[src/rtl/trgo_pkg.sv]
package trgo_pkg;
  localparam int MM_W = 3;

  typedef enum logic [MM_W-1:0] {
    MM_RESET  = 3'b000,
    MM_ENABLE = 3'b001
  } mm_mode_e;
endpackage

[src/rtl/trgo_rst_pulse.sv]
// Reset-mode pulse source: software strobe passes at once, slave-controller
// reset is staged through one extra register.
module trgo_rst_pulse (
  input  logic clk,
  input  logic rst_n,
  input  logic upd_gen,
  input  logic slv_rst,
  output logic fire
);
  logic slv_stage;

  always_ff @(posedge clk or negedge rst_n) begin
    if (!rst_n) slv_stage <= 1'b0;
    else        slv_stage <= slv_rst;
  end

  assign fire = upd_gen | slv_stage;


  slv_stage_chk: assert property (@(posedge clk) disable iff (!rst_n)
    slv_rst |=> fire);
endmodule

[src/rtl/trgo_en_path.sv]
// Enable-mode level: software enable OR pause-mode gate; the gate is delayed
// one cycle unless master-slave mode bypasses the register.
module trgo_en_path (
  input  logic clk,
  input  logic rst_n,
  input  logic cnt_en,
  input  logic pause_mode,
  input  logic pause_trig,
  input  logic msm_en,
  output logic en_lvl
);
  logic gate_now;
  logic gate_dly;
  logic gate_sel;

  assign gate_now = pause_mode & pause_trig;

  always_ff @(posedge clk or negedge rst_n) begin
    if (!rst_n) gate_dly <= 1'b0;
    else        gate_dly <= gate_now;
  end

  assign gate_sel = msm_en ? gate_now : gate_dly;
  assign en_lvl   = cnt_en | gate_sel;


  no_pause_gate_chk: assert property (@(posedge clk) disable iff (!rst_n)
    (!pause_mode && !cnt_en && !gate_dly) |-> !en_lvl);
endmodule

[src/rtl/trgo_ch0_sel.sv]
// Channel 0 trigger input: single pin or XOR across NCH pins, registered.
module trgo_ch0_sel #(
  parameter int NCH = 3
) (
  input  logic           clk,
  input  logic           rst_n,
  input  logic           xor_sel,
  input  logic [NCH-1:0] ch_pin,
  output logic           ch0_trig
);
  logic [NCH-1:0] xr;

  assign xr[0] = ch_pin[0];
  generate
    for (genvar i = 1; i < NCH; i++) begin : g_xor
      assign xr[i] = xr[i-1] ^ ch_pin[i];
    end
  endgenerate

  always_ff @(posedge clk or negedge rst_n) begin
    if (!rst_n)       ch0_trig <= 1'b0;
    else if (xor_sel) ch0_trig <= xr[NCH-1];
    else              ch0_trig <= ch_pin[0];
  end


  pin_route_chk: assert property (@(posedge clk) disable iff (!rst_n)
    !xor_sel |=> ch0_trig == $past(ch_pin[0]));


  xor_route_chk: assert property (@(posedge clk) disable iff (!rst_n)
    xor_sel |=> ch0_trig == $past(^ch_pin));
endmodule

[src/rtl/trgo_master_sel.sv]
module trgo_master_sel
  import trgo_pkg::*;
#(
  parameter int NCH = 3
) (
  input  logic            clk,
  input  logic            rst_n,
  input  logic [MM_W-1:0] mm_mode,
  input  logic            upd_gen,
  input  logic            slv_rst,
  input  logic            cnt_en,
  input  logic            pause_mode,
  input  logic            pause_trig,
  input  logic            msm_en,
  input  logic [NCH-1:0]  ch_pin,
  input  logic            ch0_xor_sel,
  output logic            trgo,
  output logic            ch0_trig
);
  logic fire;
  logic en_lvl;

  trgo_rst_pulse u_rst (
    .clk     (clk),
    .rst_n   (rst_n),
    .upd_gen (upd_gen),
    .slv_rst (slv_rst),
    .fire    (fire)
  );

  trgo_en_path u_en (
    .clk        (clk),
    .rst_n      (rst_n),
    .cnt_en     (cnt_en),
    .pause_mode (pause_mode),
    .pause_trig (pause_trig),
    .msm_en     (msm_en),
    .en_lvl     (en_lvl)
  );

  trgo_ch0_sel #(.NCH(NCH)) u_ch0 (
    .clk      (clk),
    .rst_n    (rst_n),
    .xor_sel  (ch0_xor_sel),
    .ch_pin   (ch_pin),
    .ch0_trig (ch0_trig)
  );

  always_ff @(posedge clk or negedge rst_n) begin
    if (!rst_n) trgo <= 1'b0;
    else begin
      case (mm_mode_e'(mm_mode))
        MM_RESET:  trgo <= fire;
        MM_ENABLE: trgo <= en_lvl;
        default:   trgo <= 1'b0;
      endcase
    end
  end


  upd_pulse_chk: assert property (@(posedge clk) disable iff (!rst_n)
    (mm_mode == MM_RESET && upd_gen) |=> trgo);


  slv_pulse_chk: assert property (@(posedge clk) disable iff (!rst_n)
    (mm_mode == MM_RESET && slv_rst) ##1 (mm_mode == MM_RESET) |=> trgo);


  cen_follow_chk: assert property (@(posedge clk) disable iff (!rst_n)
    (mm_mode == MM_ENABLE && cnt_en) |=> trgo);


  msm_bypass_chk: assert property (@(posedge clk) disable iff (!rst_n)
    (mm_mode == MM_ENABLE && msm_en && pause_mode && pause_trig) |=> trgo);


  idle_low_chk: assert property (@(posedge clk) disable iff (!rst_n)
    (mm_mode > MM_ENABLE) |=> !trgo);
endmodule

[config.mk]
export PLATFORM = sky130hd
export DESIGN_NAME = trgo_master_sel
export DESIGN_NICKNAME = d
export VERILOG_FILES = /design/src/rtl/trgo_pkg.sv /design/src/rtl/trgo_rst_pulse.sv /design/src/rtl/trgo_en_path.sv /design/src/rtl/trgo_ch0_sel.sv /design/src/rtl/trgo_master_sel.sv
export SDC_FILE = /design/constraint.sdc
export NUM_CORES = 1
export LEC_CHECK = 0
export CAP_MARGIN = 20
export CORE_AREA = 4 4 41 43
export CTS_BUF_LIST = sky130_fd_sc_hd__clkbuf_2
export DETAILED_ROUTE_END_ITERATION = 16
export DIE_AREA = 0 0 45 47
export DONT_BUFFER_PORTS = 1
export GPL_TIMING_DRIVEN = 0
export MAX_ROUTING_LAYER = met4
export PLACE_DENSITY = 0.35
export REMOVE_ABC_BUFFERS = 1
export SYNTH_ARGS = -nofsm -noshare
export SYNTH_HDL_FRONTEND = slang
export SYNTH_HIERARCHICAL = 1
export SYNTH_SLANG_ARGS = --single-unit
[constraint.sdc]
create_clock -name clk -period 1 [get_ports clk]
set_input_delay 0.1 -clock clk [delete_from_list [all_inputs] [get_ports clk]]
set_output_delay 0.1 -clock clk [all_outputs]
set_load 0.02 [all_outputs]
==> results of run 1 <==
## cells in the mapped netlist
library cell | count | area (µm²)
mux2i_1 | 1 | 10.0
or2_1 | 1 | 6.26
and2_4 | 1 | 8.76
xnor2_1 | 1 | 8.76
a211o_1 | 1 | 8.76
nand2_1 | 1 | 3.75
dfrtp_1 | 4 | 100
xor2_1 | 1 | 8.76
nor2b_1 | 1 | 6.26
nor3_2 | 1 | 10.0
## registers in the layout, summed over array words and instances (netlist names)
register / cells
u_ch0/ch0_trig: 1
u_en/gate_dly: 1
u_rst/slv_stage: 1
trgo: 1
## through the flow
| stage | worst slack (ns) | area, µm² |
|---|---|---|
| 3_5_place_dp | -0.0618 | 190 |
| 3_3_place_gp | -0.0522 | 190 |
| 4_1_cts | -0.0288 | 255 |
| 6_report | -0.00946 | 255 |
| 2_1_floorplan | -0.0117 | 171 |
| 5_1_grt | -0.0795 | 255 |
## logic make-up after synthesis
kind of cell	count (synthesis)	synth area share
DFF	4	0.584
xor gates and xnor gates	2	0.102
muxes	1	0.0584
AOI/OAI and AO/OA	1	0.0511
and+or+nand+nor	5	0.204
## final cells by class
type	instances	share of cell area
flip-flops and latches	4	0.392
multi-input cells	9	0.279
repair buffers	5	0.196
well taps	15	0.0735
clock buffers	3	0.0588
## repair_timing
| action | 4_1_cts | 5_1_grt |
|---|---|---|
| pin swaps | 1 | 0 |
| hold buffers | 5 | 0 |
| gates resized for setup | 0 | 0 |
| endpoints found under the setup margin | 1 | 1 |
| endpoints found under the hold margin | 7 | 0 |
## per-layer routing
metal / up-vias / part of all wire
met5: - / 0
met4: 0 / 0
met3: 0 / 0.21
met2: 16 / 0.32
met1: 50 / 0.47
li1: 59 / -
## power groups by stage
stage	registers [W]	clock network, W	logic (W)
6_report	0.000188	0.000143	0.0000428
5_1_grt	0.000188	0.000165	0.0000483
4_1_cts	0.000188	0.000155	0.0000431
3_5_place_dp	0.000190	0	0.0000239
3_3_place_gp	0.000191	0	0.0000237
2_1_floorplan	0.000188	0	0.0000218
## worst max path at each step
stage / startpoint / cells past startpoint / endpoint / slack [ns]
3_3_place_gp: u_en/gate_dly / 4 / trgo / -0.05
5_1_grt: u_en/gate_dly / 4 / trgo / -0.08
6_report: u_en/gate_dly / 4 / trgo / -0.009
4_1_cts: u_en/gate_dly / 4 / trgo / -0.03
3_5_place_dp: u_en/gate_dly / 4 / trgo / -0.06
2_1_floorplan: u_en/gate_dly / 4 / trgo / -0.01
## critical path: cells and delay by family, from the launching register on
| family | cells | cell delay (ns) |
|---|---|---|
| compound gates | 1 | 0.22 |
| mux | 1 | 0.17 |
| flops | 1 | 0.34 |
| simple gates | 2 | 0.17 |
==> results by group, run 1 <==
STA
  – Crit share post-route: 1.01
  – Max-slew violations: 0
  – Clock skew: 0.00296 ns
  – Endpoints failing hold: 0
  – Relative max-transition margin: 0.856
  – Least-Margin Pin Slew: about 0.22 ns
  – Fmax: 991 MHz
  – Clock period minus worst slack: 1.01 ns
  – Hold_ws: ~0.048 ns
  – Fin Setup TNS: -0.00946 ns
  – Setup ws final: -0.00946 ns
  – Final setup fails: 1
  – Unrepaired setup endpoints after global routing: true

Yosys
  – Synth cell types: 10
  – Synthesized cell area: 171 µm²
  – Syn Area/Cell: about 13 µm²
  – Register bit total from synthesis: 4
  – Post-Syn Instances: 13
  – Sequential area share after synthesis: 0.584
  – Yosys warnings: 6

Worst setup path
  – Req. time, crit path: 1.09 ns
  – RR Endpoint: trgo
  – CP Max Fanout: 1
  – CP arrival: 1.10 ns
  – Max stage delay on crit path: 0.34 ns
  – Reg2Reg Depth: 4
  – R2r startpoint: u_en/gate_dly
  – Critical-path cell list: nor2b_1, a211o_1, mux2i_1, nor3_2
  – R2R Setup Slk: -0.009 ns
  – CP Capture Type: flop
  – CP max-delay cell: dfrtp_1
  – Crit start category: flop
  – Kind of critical path: flop to flop

Power and ir drop
  – Switching power: 0.0000903 W
  – Logic pwr share: 0.115
  – Sequential Power Share: 0.502
  – Post-layout total power: 0.000374 W
  – Sw Share: 0.242
  – Clk pwr share: 0.383
  – Peak supply drop: 415 µV
  – Power Density: 1460 nW/µm²
  – Internal power: 0.000283 W
  – Leakage: roughly 0.11 nW

Drt
  – Drt total wl: 387 µm
  – WL per Instance: 10.8 µm
  – Post-DR vias/cell: ~3.5
  – Initial DRC count: 0
  – # DRC: 0
  – Vias: 125
  – DR pass1 iterations: 1
  – Post-route ant nets: 0

Layout
  – Share of cells above drive strength 1: 0.238
  – Most common cell after layout, fill and taps aside: dlygate4sd3_1
  – Fillers: roughly 150
  – Sequential standard cell area: around 100 µm²
  – Multi-input logic area: 71.3 µm²
  – Most frequent cells in the layout: 5 x dlygate4sd3_1, 4 x dfrtp_1, 3 x clkbuf_2
  – Area Growth Syn to Fin: 48.9%
  – Layout Utilization: 0.196
  – Fin nets: 38
  – Final cell count without fillers: 36
  – Diodes inserted: 0

Die
  – Die Y: between 40 and 50 µm
  – Initial Util: 0.132
  – Core Area: between 1000 and 1500 µm²
  – Die W: 45 µm
  – Number of I/O pins: 17
  – Num rows: 13
  – Die ar.: 2120 µm²

Global route
  – First-pass GRT wire length: 558 µm
  – Total gr overflow: 0
  – Vias in the first global route: between 100 and 150
  – Largest net degree at the start of global routing: 5
  – Antenna violations before repair: 0
  – Gr busiest metal: met4
  – M2 GR Usage: 0.0480
  – GR Util met1: 0.0458
  – Met3 GRT Util: 0.0268
  – GR Util All Layers: 0.0433

Job
  – Max Cap Viol: 0

Clock network
  – Clk root buf: clkbuf_2
  – CTS tree: yes
  – CTS HTree Levels: 1
  – Worst-skew pair later-pin latency: ~0.2 ns
  – Post-CTS Setup Bufs: 0
  – Clock-pin slew on the worst setup and hold paths: 0.05 ns
  – Clk buf depth: 2
  – CTS Buf Count: 3
  – Clk sinks: 4

Worst hold path
  – Hold WC Path Type: primary input to flop
  – Worst Hold Endpoint: u_ch0/ch0_trig
  – Hold Crit Start: ch0_xor_sel
  – Hold path cells: 2

Place
  – I/O Buffers: 0
  – Routability cong.: 0.614
  – Placed Instances: 28

Run status
  – Failing checks: setup timing
  – Outcome: complete, but fails checks
No activity file was read; power rests on OpenSTA's default activity.
==> run 2: changes to the inputs <==
--- a/config.mk
+++ b/config.mk
@@ -13,7 +13,6 @@
 export DONT_BUFFER_PORTS = 1
 export GPL_TIMING_DRIVEN = 0
 export MAX_ROUTING_LAYER = met4
-export PLACE_DENSITY = 0.35
 export REMOVE_ABC_BUFFERS = 1
 export SYNTH_ARGS = -nofsm -noshare
 export SYNTH_HDL_FRONTEND = slang
==> results by group, run 2 (same netlist as run 1, synthesis figures left out) <==
Die
  – Die W: 45 µm
  – Num rows: 13
  – Initial Util: 0.132
  – Die ar.: about 2100 µm²
  – Core Area: 1300 µm²
  – Die Y: 47 µm
  – Number of I/O pins: 17

STA
  – Clock skew: 0.00531 ns
  – Unrepaired setup endpoints after global routing: true
  – Endpoints failing hold: 0
  – Max-slew violations: 0
  – Crit share post-route: 1.07
  – Setup ws final: -0.0667 ns
  – Fmax: 937 MHz
  – Least-Margin Pin Slew: 0.196 ns
  – Clock period minus worst slack: 1.07 ns
  – Relative max-transition margin: 0.867
  – Final setup fails: 1

Clock network
  – Post-CTS Setup Bufs: 0
  – CTS tree: yes
  – CTS HTree Levels: 1
  – Clock-pin slew on the worst setup and hold paths: 0.04 ns
  – Worst-skew pair later-pin latency: 0.20 ns
  – Clk sinks: 4
  – CTS Buf Count: 3
  – Clk buf depth: 2
  – Clk root buf: clkbuf_2

Worst setup path
  – Reg2Reg Depth: 4
  – Kind of critical path: flop to flop
  – R2R Setup Slk: -0.07 ns
  – CP Capture Type: flop
  – Req. time, crit path: 1.08 ns
  – Crit start category: flop
  – CP Max Fanout: 1
  – Crit path to: trgo
  – CP arrival: 1.15 ns
  – RR Endpoint: trgo
  – Worst setup path start: u_en/gate_dly
  – R2r startpoint: u_en/gate_dly

Layout
  – Fin nets: 38
  – Most frequent cells in the layout: 5 x dlygate4sd3_1, 4 x dfrtp_1, 3 x clkbuf_2
  – Layout Utilization: 0.199
  – Share of cells above drive strength 1: 0.286
  – Diodes inserted: 0
  – Final cell count without fillers: 36
  – Area Growth Syn to Fin: 51.1%
  – Most common cell after layout, fill and taps aside: dlygate4sd3_1

Drt
  – Drt total wl: 509 µm
  – # DRC: 0
  – Post-route ant nets: 0
  – Initial DRC count: 0
  – Post-DR vias/cell: roughly 3.7
  – WL per Instance: 14.1 µm
  – Vias: 133
  – DR pass1 iterations: 1

Worst hold path
  – Hold WC Path Type: primary input to flop

Run status
  – Failing checks: setup timing
  – Outcome: complete, but fails checks

Power and ir drop
  – Power Density: between 1000 and 1500 nW/µm²
  – Peak supply drop: around 370 µV
  – Leakage: 0.112 nW

Global route
  – Antenna violations before repair: 0
  – Largest net degree at the start of global routing: 5
  – First-pass GRT wire length: 690 µm
  – GR Util All Layers: 0.0615
  – Vias in the first global route: 139
  – Total gr overflow: 0

Place
  – Placed Instances: 28
  – Routability cong.: a little over 0.6
  – I/O Buffers: 0
  – Pre-CTS setup slack: -0.0953 ns

Job
  – Max Cap Viol: 0
[run 2: power breakdown]
group	switching [W]	total [W]	internal, W	leakage, nW
sequential	0.0000150	0.000189	0.000174	0.0494
combinational	0.0000170	0.0000475	0.0000305	0.0498
clock	0.0000578	0.000138	0.0000805	0.0125
[run 2: metrics by stage]
step                hold slack, ns  area, µm²  power [W]  TNS (ns)
CTS                         0.0411        255   0.000384   -0.0873
global placement            -0.195        190   0.000215   -0.0539
finish                      0.0562        259   0.000375   -0.0667
global route                0.0176        259   0.000412    -0.135
floorplan                   -0.196        171   0.000210   -0.0117
detailed placement          -0.195        190   0.000217   -0.0953
[run 2: metal layers]
metal	vias to the layer above	share of wire	GRT usage
met5	-	0	-
met4	0	0	0.0526
met3	0	0.15	0.0651
met2	18	0.36	0.0621
met1	56	0.49	0.0622
li1	59	-	-
[run 2: critical path, stage by stage (launching register included)]
cell     delay, ns
dfrtp_1       0.35
nor2b_1       0.12
a211o_1       0.23
mux2i_2       0.19
nor3_2        0.06
[run 2: worst min-delay path by stage]
| stage | from | end | slack [ns] | cells after the start |
|---|---|---|---|---|
| 2_1_floorplan | rst_n | trgo | -0.20 | 0 |
| 4_1_cts | pause_trig | u_en/gate_dly | 0.04 | 1 |
| 6_report | pause_trig | u_en/gate_dly | 0.06 | 1 |
| 3_5_place_dp | rst_n | u_en/gate_dly | -0.20 | 0 |
| 3_3_place_gp | rst_n | u_en/gate_dly | -0.20 | 0 |
| 5_1_grt | pause_trig | u_en/gate_dly | 0.02 | 1 |
[run 2: layout make-up]
cell class | count | area (µm²)
well taps | 15 | 18.8
fillers | 145 | 1040
flip-flops and latches | 4 | 100
repair buffers | 5 | 50.0
clock buffers | 3 | 15.0
multi-input cells | 9 | 75.1
[run 2: what timing repair did]
action | CTS | global route
resized for setup | 0 | 1
endpoints found under the setup margin | 1 | 1
hold buffers | 5 | 0
pin swaps | 2 | 1
hold endpoints to repair | 7 | 0
==> run 3: changes to the inputs <==
--- a/config.mk
+++ b/config.mk
@@ -13,7 +13,6 @@
 export DONT_BUFFER_PORTS = 1
 export GPL_TIMING_DRIVEN = 0
 export MAX_ROUTING_LAYER = met4
-export REMOVE_ABC_BUFFERS = 1
 export SYNTH_ARGS = -nofsm -noshare
 export SYNTH_HDL_FRONTEND = slang
 export SYNTH_HIERARCHICAL = 1
==> results by group, run 3 (same netlist as run 1, synthesis figures left out) <==
Power and ir drop
  – Switching power: 0.0000887 W
  – Sequential Power Share: 0.507
  – Internal power: 0.000283 W
  – Leakage: 0.113 nW
  – Power Density: 1460 nW/µm²
  – Peak supply drop: roughly 340 µV
  – Clk pwr share: 0.376
  – Logic pwr share: 0.117
  – Sw Share: 0.238

Worst setup path
  – CP arrival: 1.14 ns
  – RR Endpoint: trgo
  – Reg2Reg Depth: 4
  – Critical-path cell list: nor2b_1, a211o_1, mux2i_1, nor3_2
  – Worst setup path start: u_en/gate_dly
  – Top delay family on crit path: flip-flops
  – CP Buf/Inv Count: 0
  – Crit path to: trgo
  – Crit start category: flop
  – R2R Setup Slk: -0.06 ns
  – CP Capture Type: flop
  – Req. time, crit path: 1.08 ns
  – Max stage delay on crit path: 0.35 ns
  – Kind of critical path: flop to flop
  – WP depth: 4
  – R2r startpoint: u_en/gate_dly
  – CP Max Fanout: 1
  – CP max-delay cell: dfrtp_1

Layout
  – Multi-input logic area: 71.3 µm²
  – Most common cell after layout, fill and taps aside: dlygate4sd3_1
  – Sequential standard cell area: 100 µm²
  – Share of cells above drive strength 1: 0.238
  – Final Instance Area: ~260 µm²
  – Fin nets: 38
  – Area Growth Syn to Fin: 48.9%
  – Layout Utilization: 0.196
  – Most frequent cells in the layout: 5 x dlygate4sd3_1, 4 x dfrtp_1, 3 x clkbuf_2
  – Fillers: 158
  – Diodes inserted: 0
  – Final cell count without fillers: 36

STA
  – Hold_ws: ~0.051 ns
  – Relative max-transition margin: 0.858
  – Crit share post-route: 1.06
  – Clock skew: 0.00197 ns
  – Unrepaired setup endpoints after global routing: true
  – Max-slew violations: 0
  – Clock period minus worst slack: 1.06 ns
  – Fmax: 944 MHz
  – Final setup fails: 1
  – Least-Margin Pin Slew: between 0.2 and 0.25 ns
  – Setup ws final: -0.0590 ns
  – Endpoints failing hold: 0

Drt
  – DR pass1 iterations: 1
  – Post-DR vias/cell: about 3.6
  – Post-route ant nets: 0
  – # DRC: 0
  – Drt total wl: 450 µm
  – WL per Instance: between 10 and 15 µm
  – Initial DRC count: 0
  – Vias: 128

Global route
  – First-pass GRT wire length: 655 µm
  – Largest net degree at the start of global routing: 5
  – Vias in the first global route: around 150
  – GR Util met1: 0.0598
  – Total gr overflow: 0
  – Antenna violations before repair: 0
  – M2 GR Usage: 0.0480
  – Met3 GRT Util: 0.0575
  – Gr busiest metal: met1
  – GR Util All Layers: 0.0549

Clock network
  – Clock-pin slew on the worst setup and hold paths: roughly 0.040 ns
  – CTS HTree Levels: 1
  – Worst-skew pair later-pin latency: around 0.2 ns
  – CTS Buf Count: 3
  – Clk root buf: clkbuf_2
  – Clk buf depth: 2
  – Clk sinks: 4
  – CTS tree: yes
  – Post-CTS resize count: 0

Die
  – Die ar.: 2120 µm²
  – Core Area: approximately 1300 µm²
  – Num rows: 13
  – Die W: 45 µm
  – Number of I/O pins: 17
  – Die Y: 47 µm
  – Initial Util: 0.132

Job
  – Max Cap Viol: 0

Yosys
  – Net Count, Synth: 28

Worst hold path
  – Hold WC Path Type: primary input to flop

Place
  – Routability cong.: 0.622
  – Area after DPL: 190 µm²
  – Placed Instances: 28
  – I/O Buffers: 0

Run status
  – Failing checks: setup timing
  – Outcome: complete, but fails checks
-- run 3: cell counts in the layout (fill, tap and decap cells not counted) --
No cell type changed its count.
-- run 3: power by group through the flow --
stage	sequential (W)	clock (W)	combinational, W
3_3_place_gp	0.000191	0	0.0000240
4_1_cts	0.000189	0.000153	0.0000444
3_5_place_dp	0.000192	0	0.0000250
6_report	0.000189	0.000140	0.0000434
5_1_grt	0.000189	0.000171	0.0000469
2_1_floorplan	0.000188	0	0.0000219
-- run 3: repair_timing --
action                                 4_1_cts  5_1_grt
pin swaps                                    1        0
setup buffers                                0        0
hold buffers                                 5        0
endpoints found under the hold margin        7        0
setup endpoints to repair                    1        1
-- run 3: metrics by stage --
| step | setup TNS, ns | power [W] | setup slack [ns] |
|---|---|---|---|
| 2_1_floorplan | 0 | 0.000210 | 0.0109 |
| 3_3_place_gp | -0.0380 | 0.000215 | -0.0380 |
| 3_5_place_dp | -0.0689 | 0.000217 | -0.0689 |
| 4_1_cts | -0.0541 | 0.000387 | -0.0541 |
| 5_1_grt | -0.0866 | 0.000407 | -0.0866 |
| 6_report | -0.0590 | 0.000372 | -0.0590 |
-- run 3: layout make-up --
cell class	count	share of cell area
clock buffers	3	0.0588
multi-input cells	9	0.279
flip-flops and latches	4	0.392
well taps	15	0.0735
repair buffers	5	0.196
-- run 3: worst min path at each step --
| stage | from | to | slack, ns | cells after the start |
|---|---|---|---|---|
| 2_1_floorplan | rst_n | trgo | -0.20 | 0 |
| 3_3_place_gp | rst_n | trgo | -0.20 | 0 |
| 3_5_place_dp | rst_n | u_ch0/ch0_trig | -0.20 | 0 |
| 4_1_cts | ch0_xor_sel | u_ch0/ch0_trig | 0.04 | 2 |
| 5_1_grt | pause_trig | u_en/gate_dly | 0.02 | 1 |
| 6_report | ch0_xor_sel | u_ch0/ch0_trig | 0.05 | 2 |
-- run 3: worst register-to-register path, delay by kind of cell (launching register included) --
family           cells  cell delay [ns]
multiplexers         1             0.20
flip-flops           1             0.35
AO/OA/AOI/OAI        1             0.21
AND/OR/NAND/NOR      2             0.18
-- run 3: metal layers --
layer | vias up | wire length [µm]
met1 | 52 | 206
met3 | 0 | 99
met5 | - | 0
met4 | 0 | 0
met2 | 16 | 144
li1 | 60 | -
